==> config.mk <==
export PLATFORM = sky130hd
export DESIGN_NAME = mask_fuse_detect
export DESIGN_NICKNAME = d
export VERILOG_FILES = /design/src/rtl/mask_fuse_detect.sv
export SDC_FILE = /design/constraint.sdc
export NUM_CORES = 1
export LEC_CHECK = 0
export BUFFER_PORTS_ARGS = -buffer_cell sky130_fd_sc_hd__buf_4
export CAP_MARGIN = 20
export CORE_MARGIN = 1.5
export CORE_UTILIZATION = 30
export DETAILED_ROUTE_END_ITERATION = 16
export PLACE_DENSITY = 0.59
export SLEW_MARGIN = 5
export SYNTH_ARGS = -nofsm -noshare
export SYNTH_HDL_FRONTEND = slang
export SYNTH_SLANG_ARGS = --single-unit
==> constraint.sdc <==
create_clock -name clk -period 5.1 [get_ports clk]
set_clock_uncertainty 0.2 [all_clocks]
set_input_delay 0.51 -clock clk [delete_from_list [all_inputs] [get_ports clk]]
set_output_delay 0.51 -clock clk [all_outputs]
set_load 0.01 [all_outputs]
==> src/rtl/mask_fuse_detect.sv <==
`timescale 1ns/1ps
module mask_fuse_detect #(
  parameter int XLEN = 32
) (
  input  logic            clk,
  input  logic            rst_n,
  input  logic            vld0_i,
  input  logic [31:0]     ins0_i,
  input  logic            vld1_i,
  input  logic [31:0]     ins1_i,
  output logic            fuse_vld_o,
  output logic [1:0]      fuse_kind_o,
  output logic [4:0]      src_reg_o,
  output logic [4:0]      mask_reg_o,
  output logic [4:0]      and_dst_o,
  output logic [4:0]      ld_dst_o,
  output logic [2:0]      ld_size_o,
  output logic [XLEN-1:0] imm_o,
  output logic            slot0_vld_o,
  output logic [31:0]     slot0_o,
  output logic            slot1_vld_o,
  output logic [31:0]     slot1_o
);
  localparam logic [1:0] K_NONE = 2'b00;
  localparam logic [1:0] K_LOAD = 2'b01;
  localparam logic [1:0] K_BEQ  = 2'b10;
  localparam logic [1:0] K_BNE  = 2'b11;

  wire [4:0] a_rd  = ins0_i[11:7];
  wire [4:0] a_rs1 = ins0_i[19:15];
  wire [4:0] a_rs2 = ins0_i[24:20];
  wire [4:0] b_rd  = ins1_i[11:7];
  wire [4:0] b_rs1 = ins1_i[19:15];
  wire [4:0] b_rs2 = ins1_i[24:20];
  wire [2:0] b_f3  = ins1_i[14:12];

  wire is_and = ins0_i[6:0] == 7'b0110011 && ins0_i[14:12] == 3'b111 &&
                ins0_i[31:25] == 7'b0000000;
  wire is_ld  = ins1_i[6:0] == 7'b0000011 && b_f3 != 3'b111;
  wire is_br  = ins1_i[6:0] == 7'b1100011 && b_f3[2:1] == 2'b00;

  wire base_ok = vld0_i && vld1_i && is_and && a_rd != 5'd0;
  wire ld_hit  = base_ok && is_ld && b_rs1 == a_rd;
  wire br_hit  = base_ok && is_br &&
                 ((b_rs1 == a_rd && b_rs2 == 5'd0) || (b_rs1 == 5'd0 && b_rs2 == a_rd));
  wire hit     = ld_hit || br_hit;

  wire [XLEN-1:0] imm_ld = {{(XLEN-12){ins1_i[31]}}, ins1_i[31:20]};
  wire [XLEN-1:0] imm_br = {{(XLEN-13){ins1_i[31]}}, ins1_i[31], ins1_i[7],
                            ins1_i[30:25], ins1_i[11:8], 1'b0};

  logic [1:0] kind_n;
  assign kind_n = ld_hit ? K_LOAD : br_hit ? (b_f3[0] ? K_BNE : K_BEQ) : K_NONE;

  always_ff @(posedge clk) begin
    if (!rst_n) begin
      fuse_vld_o  <= 1'b0;
      fuse_kind_o <= K_NONE;
      src_reg_o   <= '0;
      mask_reg_o  <= '0;
      and_dst_o   <= '0;
      ld_dst_o    <= '0;
      ld_size_o   <= '0;
      imm_o       <= '0;
      slot0_vld_o <= 1'b0;
      slot0_o     <= '0;
      slot1_vld_o <= 1'b0;
      slot1_o     <= '0;
    end else begin
      fuse_vld_o  <= hit;
      fuse_kind_o <= kind_n;
      src_reg_o   <= a_rs1;
      mask_reg_o  <= a_rs2;
      and_dst_o   <= a_rd;
      ld_dst_o    <= b_rd;
      ld_size_o   <= b_f3;
      imm_o       <= ld_hit ? imm_ld : imm_br;
      slot0_vld_o <= vld0_i && !hit;
      slot0_o     <= ins0_i;
      slot1_vld_o <= vld1_i && !hit;
      slot1_o     <= ins1_i;
    end
  end

  a_r9_no_x0_dest: assert property (@(posedge clk) disable iff (!rst_n)
    fuse_vld_o |-> and_dst_o != 5'd0);
  a_r9_needs_both_valid: assert property (@(posedge clk) disable iff (!rst_n)
    !(vld0_i && vld1_i) |=> !fuse_vld_o);
  a_r10_slots_idle_on_fuse: assert property (@(posedge clk) disable iff (!rst_n)
    fuse_vld_o |-> !slot0_vld_o && !slot1_vld_o);
  a_r10_kind_none_when_split: assert property (@(posedge clk) disable iff (!rst_n)
    fuse_vld_o == (fuse_kind_o != K_NONE));
  a_r3_load_size_legal: assert property (@(posedge clk) disable iff (!rst_n)
    (fuse_kind_o == K_LOAD) |-> ld_size_o != 3'b111);
  a_r7_branch_offset_even: assert property (@(posedge clk) disable iff (!rst_n)
    (fuse_kind_o[1]) |-> imm_o[0] == 1'b0);
  a_r11_slots_follow_inputs: assert property (@(posedge clk) disable iff (!rst_n)
    rst_n && $past(rst_n) |-> slot0_o == $past(ins0_i) && slot1_o == $past(ins1_i));
endmodule

==> out/metrics.yaml <==
rsz0062_at_grt: "false"
fmaxAchievable_ghz: 0.404
vias: 2080
area_growth_syn_to_layout_pct: 50.2
cp_max_fo: 10
max_slew_margin_pct: 59.9
clockBufferDepth: 2
synth-seq-cells: 75
dr.pass1.iters: 4
worst_setup_path_start_kind: "input port"
critPathKind: "in2reg"
ys_types: 25
grt_pass1_vias: 1953
final-hold-violation-count: 0
min_path_type: "in2reg"
tightest_slew_ns: 0.602
remaining_drc_errors: 0
io_buffers: 191
post-dp-hpwl_um: 5070
clk_pin_slew_ns: 0.08
final.period_utilization_pct: 48.5
cts_tree: "built"
first_iter_violations: 35
status: "completed"
cts_resized: 0
syn-num-nets: 315
holdBufCountCts: 0
drive_gt1_share_pct: 53.8
synthesis.area_um2: 2700
p_leak_nw: 2.00
clock_sinks: 75
end_kind: "flip-flop"
num_rows: 34
wl_per_cell_um: 12.9
ant_nets: 0
antenna_found_initial: 0
n_antenna_cell: 0
avgViaCountPerCell: 4.13
whs_ns: 0.174
cp.required_ns: 5.12
maxCapViolations: 0
routed_wirelength_um: 6510
synth-seq-area-share_pct: 55.7
yosys_warnings: 0
dieHeight_um: 97.8
root_buffer: "clkbuf_8"
min_period_ns: 2.47
ios: 192
place_congestion: 0.680
die_w_um: 97.8
worst_ep_arrival_time_ns: 2.50
tns_ns: 0
vdd_drop_max_mv: 0.116
slew_viol_final: 0
grt_overflow_total: 0
syn_area_per_cell_um2: 10.9
htreeDepth: 3
core_area_um2: 8720
initial_core_util_pct: 30.9
nets: 460
synthCells: 247
grt_max_degree: 70
die_area_um2: 9570
grt_pass1_wl_um: 10000
finalSetupViolCount: 0
postCtsSetupRepairBufs: 0
cts_buffers: 9
grt.total_usage_pct: 13.7
power_density_nw_per_um2: 310
state kept, by name, indices dropped and copies added (netlist names), 4 cells and up:
name / cells
slot1_o: 19
slot0_o: 20
ld_dst_o: 4
src_reg_o: 4
imm_o: 13
mask_reg_o: 4
and_dst_o: 4
cell usage after synthesis:
cell type | count | area [um^2]
o211a_1 | 1 | 10.0
nor4b_1 | 1 | 8.76
buf_1 | 1 | 3.75
mux2_4 | 5 | 75.1
nand4_1 | 2 | 12.5
clkbuf_1 | 6 | 22.5
buf_4 | 49 | 368
nand3_1 | 1 | 5.00
nand2_1 | 7 | 26.3
xor2_1 | 3 | 26.3
and4b_1 | 1 | 10.0
o21a_1 | 2 | 15.0
o211ai_2 | 1 | 12.5
nor3_1 | 6 | 30.0
and4bb_2 | 1 | 12.5
dfxtp_1 | 75 | 1500
and3_1 | 1 | 6.26
buf_6 | 1 | 11.3
o2111a_1 | 1 | 11.3
a311o_1 | 1 | 10.0
nor4_1 | 4 | 25.0
nor2_1 | 3 | 11.3
or4_1 | 1 | 7.51
and2_1 | 66 | 413
xnor2_1 | 7 | 61.3
power by group:
part           switching, W  internal [W]  total (W)  leakage (nW)
logic             0.0000754      0.000113   0.000188          1.29
registers         0.0000129      0.000615   0.000628         0.624
clock network      0.000216      0.000224   0.000440        0.0877
total              0.000304      0.000952    0.00126          2.00
worst max-delay path, stage by stage:
cell	delay (ns)
buf_4	0.11
nor4_1	0.31
nand4_1	0.13
nor4_1	0.45
and3_1	0.64
mux2_4	0.35
path summary, 6_finish.rpt:
kind                  depth (start not counted)         end  slack (ns)       start
worst max-delay path                          6    imm_o[2]        2.63  ins0_i[28]
worst min-delay path                          2  slot0_o[6]        0.17   ins0_i[6]
cell usage in the layout, fill, tap and decap left out, types with 2 or more instances in the layout:
master	n
xor2_1	3
nor4_1	4
clkbuf_8	9
o21a_1	2
clkinvlp_4	3
nor3_1	6
and2_1	66
buf_4	191
mux2_4	5
nand2_1	7
xnor2_1	7
nor2_1	3
dfxtp_1	75
nand4_1	2
final cells by class:
type / instances / area [um^2]
multi-input combinational: 115 / 790
tap: 108 / 135
sequential: 75 / 1500
clock inverter: 6 / 66.3
timing repair buffer: 191 / 1430
clock buffer: 9 / 124
fill: 856 / 4670
layer usage:
| layer | GRT usage (%) | wire (um) |
|---|---|---|
| met1 | 15.1 | 2600 |
| met4 | 3.63 | 59 |
| met2 | 23.0 | 3150 |
| met5 | 0 | 0 |
| met3 | 7.30 | 708 |
metrics by stage:
step / instances / total power, W / worst slack [ns] / utilization (%) / instance area (um^2)
floorplan: 247 / 0.000730 / 2.92 / - / 2700
global placement: 489 / 0.000832 / 2.21 / 44.3 / 3860
detailed placement: 489 / 0.000834 / 2.18 / 44.3 / 3860
CTS: 504 / 0.00128 / 2.55 / 46.4 / 4050
global route: 504 / 0.00132 / 2.41 / 46.4 / 4050
finish: 504 / 0.00126 / 2.63 / 46.4 / 4050
logic make-up after synthesis:
kind of cell	count (synthesis)	synth area share [%]
and+or+nand+nor	94	21.1
muxes	5	2.78
AOI/OAI and AO/OA	6	2.18
buffers and inverters	57	15.0
xor gates and xnor gates	10	3.25
DFF	75	55.7
Note: power is estimated with default switching activity, not from simulation.
